[src/rtl/adcs_pkg.sv]
package adcs_pkg;
  typedef enum logic [2:0] {
    ST_IDLE,
    ST_ARM,
    ST_CONV,
    ST_XFER,
    ST_GAP
  } seq_state_t;
endpackage

[src/rtl/adcs_sck_gen.sv]
module adcs_sck_gen #(
  parameter int HW = 8
) (
  input  logic          clk,
  input  logic          rst,
  input  logic          run,
  input  logic [HW-1:0] half,
  output logic          sck,
  output logic          rise_stb,
  output logic          fall_stb
);
  logic [HW-1:0] ph;
  logic [HW-1:0] lim;
  logic          tog;

  assign lim      = (half == '0) ? HW'(1) : half;
  assign tog      = run && (ph == lim - 1'b1);
  assign rise_stb = tog && !sck;
  assign fall_stb = tog && sck;

  always_ff @(posedge clk) begin
    if (rst || !run) begin
      ph  <= '0;
      sck <= 1'b0;
    end else if (tog) begin
      ph  <= '0;
      sck <= ~sck;
    end else begin
      ph  <= ph + 1'b1;
    end
  end
endmodule

[src/rtl/adcs_cfg_tx.sv]
module adcs_cfg_tx #(
  parameter int DW = 14
) (
  input  logic          clk,
  input  logic          rst,
  input  logic          load,
  input  logic [DW-1:0] word,
  input  logic          shift,
  output logic          din
);
  logic [DW-2:0] rest;

  always_ff @(posedge clk) begin
    if (rst) begin
      din  <= 1'b0;
      rest <= '0;
    end else if (load) begin
      din  <= word[DW-1];
      rest <= word[DW-2:0];
    end else if (shift) begin
      din  <= rest[DW-2];
      rest <= {rest[DW-3:0], 1'b0};
    end
  end
endmodule

[src/rtl/adcs_res_rx.sv]
module adcs_res_rx #(
  parameter int DW = 14
) (
  input  logic            clk,
  input  logic            rst,
  input  logic            clear,
  input  logic            sample,
  input  logic            sdo,
  output logic [2*DW-1:0] nxt
);
  logic [2*DW-2:0] acc;

  assign nxt = {acc, sdo};

  always_ff @(posedge clk) begin
    if (rst || clear) begin
      acc <= '0;
    end else if (sample) begin
      acc <= nxt[2*DW-2:0];
    end
  end
endmodule

[src/rtl/adcs_host.sv]
module adcs_host
  import adcs_pkg::*;
#(
  parameter int DW = 14,
  parameter int TW = 16,
  parameter int HW = 8,
  parameter int MW = 16
) (
  input  logic          clk,
  input  logic          rst,
  input  logic          start,
  input  logic [DW-1:0] cfg_word,
  input  logic          rdback_en,
  input  logic [TW-1:0] conv_ticks,
  input  logic [HW-1:0] half_ticks,
  input  logic [MW-1:0] min_cycle,
  output logic          cnv_o,
  output logic          sck_o,
  output logic          din_o,
  input  logic          sdo_i,
  output logic          result_valid,
  output logic [DW-1:0] result_data,
  output logic [DW-1:0] result_cfg
);
  localparam int NW = $clog2(2 * DW + 1);

  seq_state_t      state;
  logic [TW-1:0]   cnt;
  logic [TW-1:0]   conv_lim;
  logic [NW-1:0]   nfall;
  logic [NW-1:0]   last_fall;
  logic [MW-1:0]   cyc;
  logic [DW-1:0]   cfg_q;
  logic            rb_q;
  logic            win_open;
  logic            run;
  logic            rise_stb;
  logic            fall_stb;
  logic [2*DW-1:0] rx_nxt;

  assign conv_lim  = (conv_ticks == '0) ? TW'(1) : conv_ticks;
  assign last_fall = rb_q ? NW'(2 * DW - 1) : NW'(DW - 1);
  assign win_open  = (state == ST_CONV) && (cnt == conv_lim - 1'b1);
  assign run       = (state == ST_XFER);

  adcs_sck_gen #(.HW(HW)) u_sck (
    .clk      (clk),
    .rst      (rst),
    .run      (run),
    .half     (half_ticks),
    .sck      (sck_o),
    .rise_stb (rise_stb),
    .fall_stb (fall_stb)
  );

  adcs_cfg_tx #(.DW(DW)) u_tx (
    .clk   (clk),
    .rst   (rst),
    .load  (win_open),
    .word  (cfg_q),
    .shift (fall_stb),
    .din   (din_o)
  );

  adcs_res_rx #(.DW(DW)) u_rx (
    .clk    (clk),
    .rst    (rst),
    .clear  (win_open),
    .sample (fall_stb),
    .sdo    (sdo_i),
    .nxt    (rx_nxt)
  );

  always_ff @(posedge clk) begin
    if (rst) begin
      state        <= ST_IDLE;
      cnv_o        <= 1'b0;
      result_valid <= 1'b0;
      result_data  <= '0;
      result_cfg   <= '0;
      cfg_q        <= '0;
      rb_q         <= 1'b0;
      cnt          <= '0;
      nfall        <= '0;
      cyc          <= '0;
    end else begin
      result_valid <= 1'b0;
      if (cyc != '1) cyc <= cyc + 1'b1;
      case (state)
        ST_IDLE: begin
          if (start) begin
            state <= ST_ARM;
            cnv_o <= 1'b0;
            cfg_q <= cfg_word;
            rb_q  <= rdback_en;
            cyc   <= MW'(1);
          end
        end
        ST_ARM: begin
          cnv_o <= 1'b1;
          cnt   <= '0;
          state <= ST_CONV;
        end
        ST_CONV: begin
          if (win_open) begin
            cnv_o <= 1'b0;
            nfall <= '0;
            state <= ST_XFER;
          end else begin
            cnt <= cnt + 1'b1;
          end
        end
        ST_XFER: begin
          if (fall_stb) begin
            nfall <= nfall + 1'b1;
            if (nfall == last_fall) begin
              state        <= ST_GAP;
              cnv_o        <= 1'b1;
              result_valid <= 1'b1;
              if (rb_q) begin
                result_data <= rx_nxt[2*DW-1:DW];
                result_cfg  <= rx_nxt[DW-1:0];
              end else begin
                result_data <= rx_nxt[DW-1:0];
                result_cfg  <= '0;
              end
            end
          end
        end
        ST_GAP: begin
          if (({1'b0, cyc} + 1'b1) >= {1'b0, min_cycle}) state <= ST_IDLE;
        end
        default: state <= ST_IDLE;
      endcase
    end
  end

  a_r3_sck_low_while_cnv_high: assert property (@(posedge clk) disable iff (rst)
    cnv_o |-> !sck_o);

  a_r4_din_steady_on_rise: assert property (@(posedge clk) disable iff (rst)
    $rose(sck_o) |-> $stable(din_o));

  a_r8_valid_single_cycle: assert property (@(posedge clk) disable iff (rst)
    result_valid |=> !result_valid);

  a_r8_valid_after_last_fall: assert property (@(posedge clk) disable iff (rst)
    result_valid |-> ($past(sck_o) && cnv_o && !sck_o));

  a_r5_rise_only_in_window: assert property (@(posedge clk) disable iff (rst)
    rise_stb |-> !cnv_o);
endmodule

[config.mk]
export PLATFORM = sky130hd
export DESIGN_NAME = adcs_host
export DESIGN_NICKNAME = d
export VERILOG_FILES = /design/src/rtl/adcs_pkg.sv /design/src/rtl/adcs_sck_gen.sv /design/src/rtl/adcs_cfg_tx.sv /design/src/rtl/adcs_res_rx.sv /design/src/rtl/adcs_host.sv
export SDC_FILE = /design/constraint.sdc
export NUM_CORES = 1
export LEC_CHECK = 0
export ABC_AREA = 1
export BUFFER_PORTS_ARGS = -buffer_cell sky130_fd_sc_hd__buf_2
export CORE_UTILIZATION = 40
export DETAILED_ROUTE_END_ITERATION = 16
export PLACE_DENSITY = 0.63
export SLEW_MARGIN = 10
export SYNTH_ARGS = -nofsm -noshare
export SYNTH_HDL_FRONTEND = slang
export SYNTH_HIERARCHICAL = 1
export SYNTH_SLANG_ARGS = --single-unit
[constraint.sdc]
create_clock -name clk -period 7.1 [get_ports clk]
set_input_delay 1.42 -clock clk [delete_from_list [all_inputs] [get_ports clk]]
set_output_delay 1.42 -clock clk [all_outputs]
set_load 0.005 [all_outputs]
# Word level (Yosys, flattened, before mapping)
# Index checks and enable logic that the tools add are counted.
word_totals:
  regBits: 135
  in_bits: 59
classes:
  n_mux: 29
  n_bitwise: 3
  reduce_logical: 21
  addsub: 7
  magnitude_cmp: 1
  n_eq_ne: 14
op_table:
  columns: ["op", "n"]
  rows:
  - ["$mux 16", 5]
  - ["$add 16x1->16 const B", 2]
  - ["$pmux 16 s2", 1]
  - ["$mux 14", 2]
  - ["$mux 13", 2]
  - ["$add 16x1->17 const B", 1]
  - ["$ge 17x16->1", 1]
  - ["$eq 16x16->1", 1]
  - ["$logic_not 16->1", 1]
  - ["$ne 16x16->1 const B", 1]
  - ["$sub 16x1->16 const B", 1]
  - ["$mux 3", 5]
  - ["$mux 5", 3]
  - ["$pmux 3 s5", 1]
  - ["$ne 2x2->1 const B", 5]
  - ["$pmux 5 s2", 1]
  - ["$reduce_and 5->1", 2]
  - ["$add 8x1->8 const B", 1]
  - ["$eq 8x8->1", 1]
  - ["$logic_not 8->1", 1]
  - ["$mux 8", 1]
  - ["$sub 8x1->8 const B", 1]
  - ["$mux 1", 7]
  - ["$eq 3x2->1 const B", 2]
  - ["other kinds (17)", 26]

# Longest topological paths before layout
depth:
  depth_word: 8
  depth_mapped: 24
  ltp_nobuf: 23

# Hierarchy
# Netlist, hierarchy kept.
modules_own_cells:
  columns: ["mod", "n_inst", "cells_per_inst", "area_each_um2"]
  rows:
  - ["adcs_host", 1, 767, 5312.6]
  - ["adcs_res_rx", 1, 172, 1163.6]
  - ["adcs_sck_gen", 1, 118, 729.4]
  - ["adcs_cfg_tx", 1, 106, 689.4]

# Worst setup path after synthesis
# No wires, ideal clock.
synth_path:
  path_type: "input to register"
  start: "in conv_ticks[8]"
  end: "reg u_tx.din"
  n_path_buf: 2
  t_required_ps: 6991
  cell_stages: 23
  arrival_time_ps: 4077
  setup_slack_ps: 2914
  path_cell_list: "nor2_2 nand2_2 nor2_4 nand2_4 nand2_1 inv_1 ha_1 nand2_4 inv_1 nand2_1 nand2_1 nand3b_1 nand4_1 nor4_1 nand2_1 nor3_1 buf_6 inv_2 buf_4 nand3_1 nand3_1 nand2_1 inv_1"
synth_via:
  elab_chain_cells: 6
  elab_cells_between_ends: 7
synth_lines:
  columns: ["item", "line", "source"]
  rows:
  - ["from (decl)", "adcs_host.sv:14", "input logic [TW-1:0] conv_ticks,"]
  - ["$logic_not 16->1", "adcs_host.sv:41", "assign conv_lim = (conv_ticks == '0) ? TW'(1) : conv_ticks;"]
  - ["$mux 16 *", "adcs_host.sv:41", null]
  - ["$sub 16x1->16 *", "adcs_host.sv:43", "assign win_open = (state == ST_CONV) && (cnt == conv_lim - 1'b1);"]
  - ["$eq 16x16->1 *", "adcs_host.sv:43", null]
  - ["$logic_and 1x1->1 *", "adcs_host.sv:43", null]
  - ["via win_open", "adcs_host.sv:35", "logic win_open;"]
  - ["$mux 1 / $reduce_bool 2->1 (equally long branches)", null, null]
  - ["to (signal assigned)", "adcs_cfg_tx.sv:18", "din <= word[DW-1];"]
  - ["to (signal assigned)", "adcs_cfg_tx.sv:21", "din <= rest[DW-2];"]
  - ["to (decl)", "adcs_cfg_tx.sv:9", "output logic din"]
# Mark *: on every way through the listed nets, which the timed path passes. The rest lies on a longest branch.
# A chain may end at the register's enable or synchronous reset.

# Final worst setup path
layout_path:
  start: "in half_ticks[2]"
  end: "reg result_data[8]"
layout_via:
  elab_chain_cells: 7
layout_lines:
  columns: ["item", "line", "source"]
  rows:
  - ["from (decl)", "adcs_host.sv:15", "input logic [HW-1:0] half_ticks,"]
  - ["$logic_not 8->1", "adcs_sck_gen.sv:16", "assign lim = (half == '0) ? HW'(1) : half;"]
  - ["$mux 8 *", "adcs_sck_gen.sv:16", null]
  - ["$sub 8x1->8 *", "adcs_sck_gen.sv:17", "assign tog = run && (ph == lim - 1'b1);"]
  - ["$eq 8x8->1 *", "adcs_sck_gen.sv:17", null]
  - ["$logic_and 1x1->1 *", "adcs_sck_gen.sv:17", null]
  - ["$logic_and 1x1->1 *", "adcs_sck_gen.sv:19", "assign fall_stb = tog && sck;"]
  - ["via fall_stb", "adcs_host.sv:38", "logic fall_stb;"]
  - ["$reduce_and 3->1 (no line) *", null, null]
  - ["to (signal assigned)", "adcs_host.sv:121", "result_data <= rx_nxt[2*DW-1:DW];"]
  - ["to (signal assigned)", "adcs_host.sv:124", "result_data <= rx_nxt[DW-1:0];"]
  - ["to (decl)", "adcs_host.sv:22", "output logic [DW-1:0] result_data,"]
# Marks and branches as above.

==> metrics.cfg <==
[final_layout]
layout_common_cells=nand2_1 (301), nor2_1 (143), inv_1 (142), dfxtp_1 (135), buf_2 (90)
final_common_cell=nand2_1
drive_above_1_share_pct=15.7
area.growth.synth_to_final_pct=15.2
n_fill_cell=2016
num-nets-final=1315
n_antenna_cell=0

[clocking]
clock_path_buffers=2
clk_pin_slew_ps=60
cts-resized-gates=0
root_buffer=clkbuf_16
cts-buffers-inserted=17
h-tree-depth=4
clock-sinks=135
tritoncts=yes
ctsHoldBuffers=0
cts_setup_buffers=0
clk_latency_ps=420

[die]
rows=51
die_w_um=142
die_h_um=142
initial_core_util_pct=40.7
die_area_um2=20300
ios=91
design.core.area_um2=19400

[detailed_routing]
finalWirelength_um=18400
drtIter0Drc=490
vias=7216
wl_per_cell_um=12.2
drt_pass1_iterations=7
viasPerCell=4.77
route.detailed.drc=0
antenna_left=0

[worst_setup_path]
rrSetupSlack_ps=3220
path_delay_family=simple AND/OR/NAND/NOR gates
arrival_ps=5220
worstSetupStartpointType=input port
path_buf_inv=8
reg2reg_from=state[0]
slowest_delay_ps=520
crit_chain=buf_2, nor2_2, nand2_2, inv_2, nand2_4, nand2_4, inv_2, ha_1, a21oi_1, o21ai_0, nor2_1, nand3_2, nor2_2, nand4_1, inv_2, buf_4, inv_1, nor2_1, inv_1, nor2_2, buf_4, o21ai_0, a31oi_1
endpoint_kind=register
critPathSlowestCell=buf_4
r2r_cells=18
required_ps=7440
reg2reg_to=result_data[8]
critical_path.max_fanout=70
crit_type=in2reg

[sta]
finalWorstSetupSlack_ps=2220
slew_violations=0
max_slew_margin_pct=44.6
finClkSkew_ps=6.82
worst_pin_slew_ps=831
rsz0062_at_grt=false
fmax_mhz=205
layout_min_cycle_time_ps=4880
setup_tns_ps=0
hold-worst-slack_ps=463
setup_viol=0
hold_viol_final=0
fin_crit_sh_pct=68.7

[synthesis]
synth_cells=1162
yosys_warnings=6
syn_nets=1243
synth_area_um2=7890
avgSynthCellArea_um2=6.79

[pwr]
p_leak_nw=3.99
finalPower_mw=2.15
power_density_nw_per_um2=237
peakVddDrop_mv=0.183

[placed_design]
dp_hpwl_um=13000
place.port_buffers=90
pre_cts_slack_ps=1810
gp_congestion=0.821

[global_routing]
antenna_found_initial=0
track_usage_pct=18.9
grt_pass1_vias=6514
grt_max_degree=71
grt_first_pass_wirelength_um=30600
overflow=0

[status]
status=finished clean

[worst_hold_path]
hold_path_end=cfg_q[3]
whs_path_depth=2
hold_class=reg2reg
worstHoldStart=cfg_q[3]

[job]
drv_cap=0

-- stage by stage --
stage          cell area, um^2  util [%]  cells
2_1_floorplan             7890         -   1162
3_3_place_gp              8440      43.5   1480
3_5_place_dp              8440      43.5   1480
4_1_cts                   9090      46.9   1512
5_1_grt                   9090      46.9   1512
6_report                  9090      46.9   1512
-- how the worst max path moves through the flow --
stage / to / slack (ps) / cells after the start / from
3_5_place_dp: result_data[12] / 1810 / 23 / half_ticks[2]
6_report: result_data[8] / 2220 / 23 / half_ticks[2]
3_3_place_gp: result_cfg[13] / 1920 / 23 / half_ticks[2]
2_1_floorplan: u_tx/din / 2910 / 23 / conv_ticks[8]
5_1_grt: result_data[0] / 1730 / 23 / half_ticks[1]
4_1_cts: result_cfg[4] / 2250 / 23 / half_ticks[2]
-- worst min-delay path, delay by kind of cell (launching register included) --
kind,cells,cell delay [ps]
DFF,1,300
and+or+nand+nor,1,60
AOI/OAI and AO/OA,1,50
-- registers in the layout, summed over array words and instances (netlist names), 8 cells and up --
register	cells
result_cfg	14
u_tx/rest	13
cyc	16
u_sck/ph	8
cfg_q	14
cnt	16
u_rx/acc	27
result_data	14
-- report_power, final --
group	internal [mW]	total (mW)	switching [mW]
registers	0.792	0.819	0.0270
clock network	0.629	0.962	0.333
logic	0.110	0.375	0.265
total	1.53	2.15	0.624
-- final cells by class --
class                      instances  area, um^2  share of cell area [%]
multi-input combinational        835        4360                    47.9
clock inverter                     9         164                    1.80
clock buffer                      23         488                    5.37
inverter                         150         563                    6.19
tap                              265         332                    3.65
sequential                       135        2700                    29.7
timing repair buffer              95         488                    5.37
-- layer usage --
layer  up-vias  global-route usage, %  share of wire, %
li1       3838                      -                 -
met1      3228                   24.7                49
met2       135                   31.2                46
met3        15                   3.67               4.1
met4         0                   6.11               1.3
met5         -                      0                 0
(Power assumes the default switching activity.)
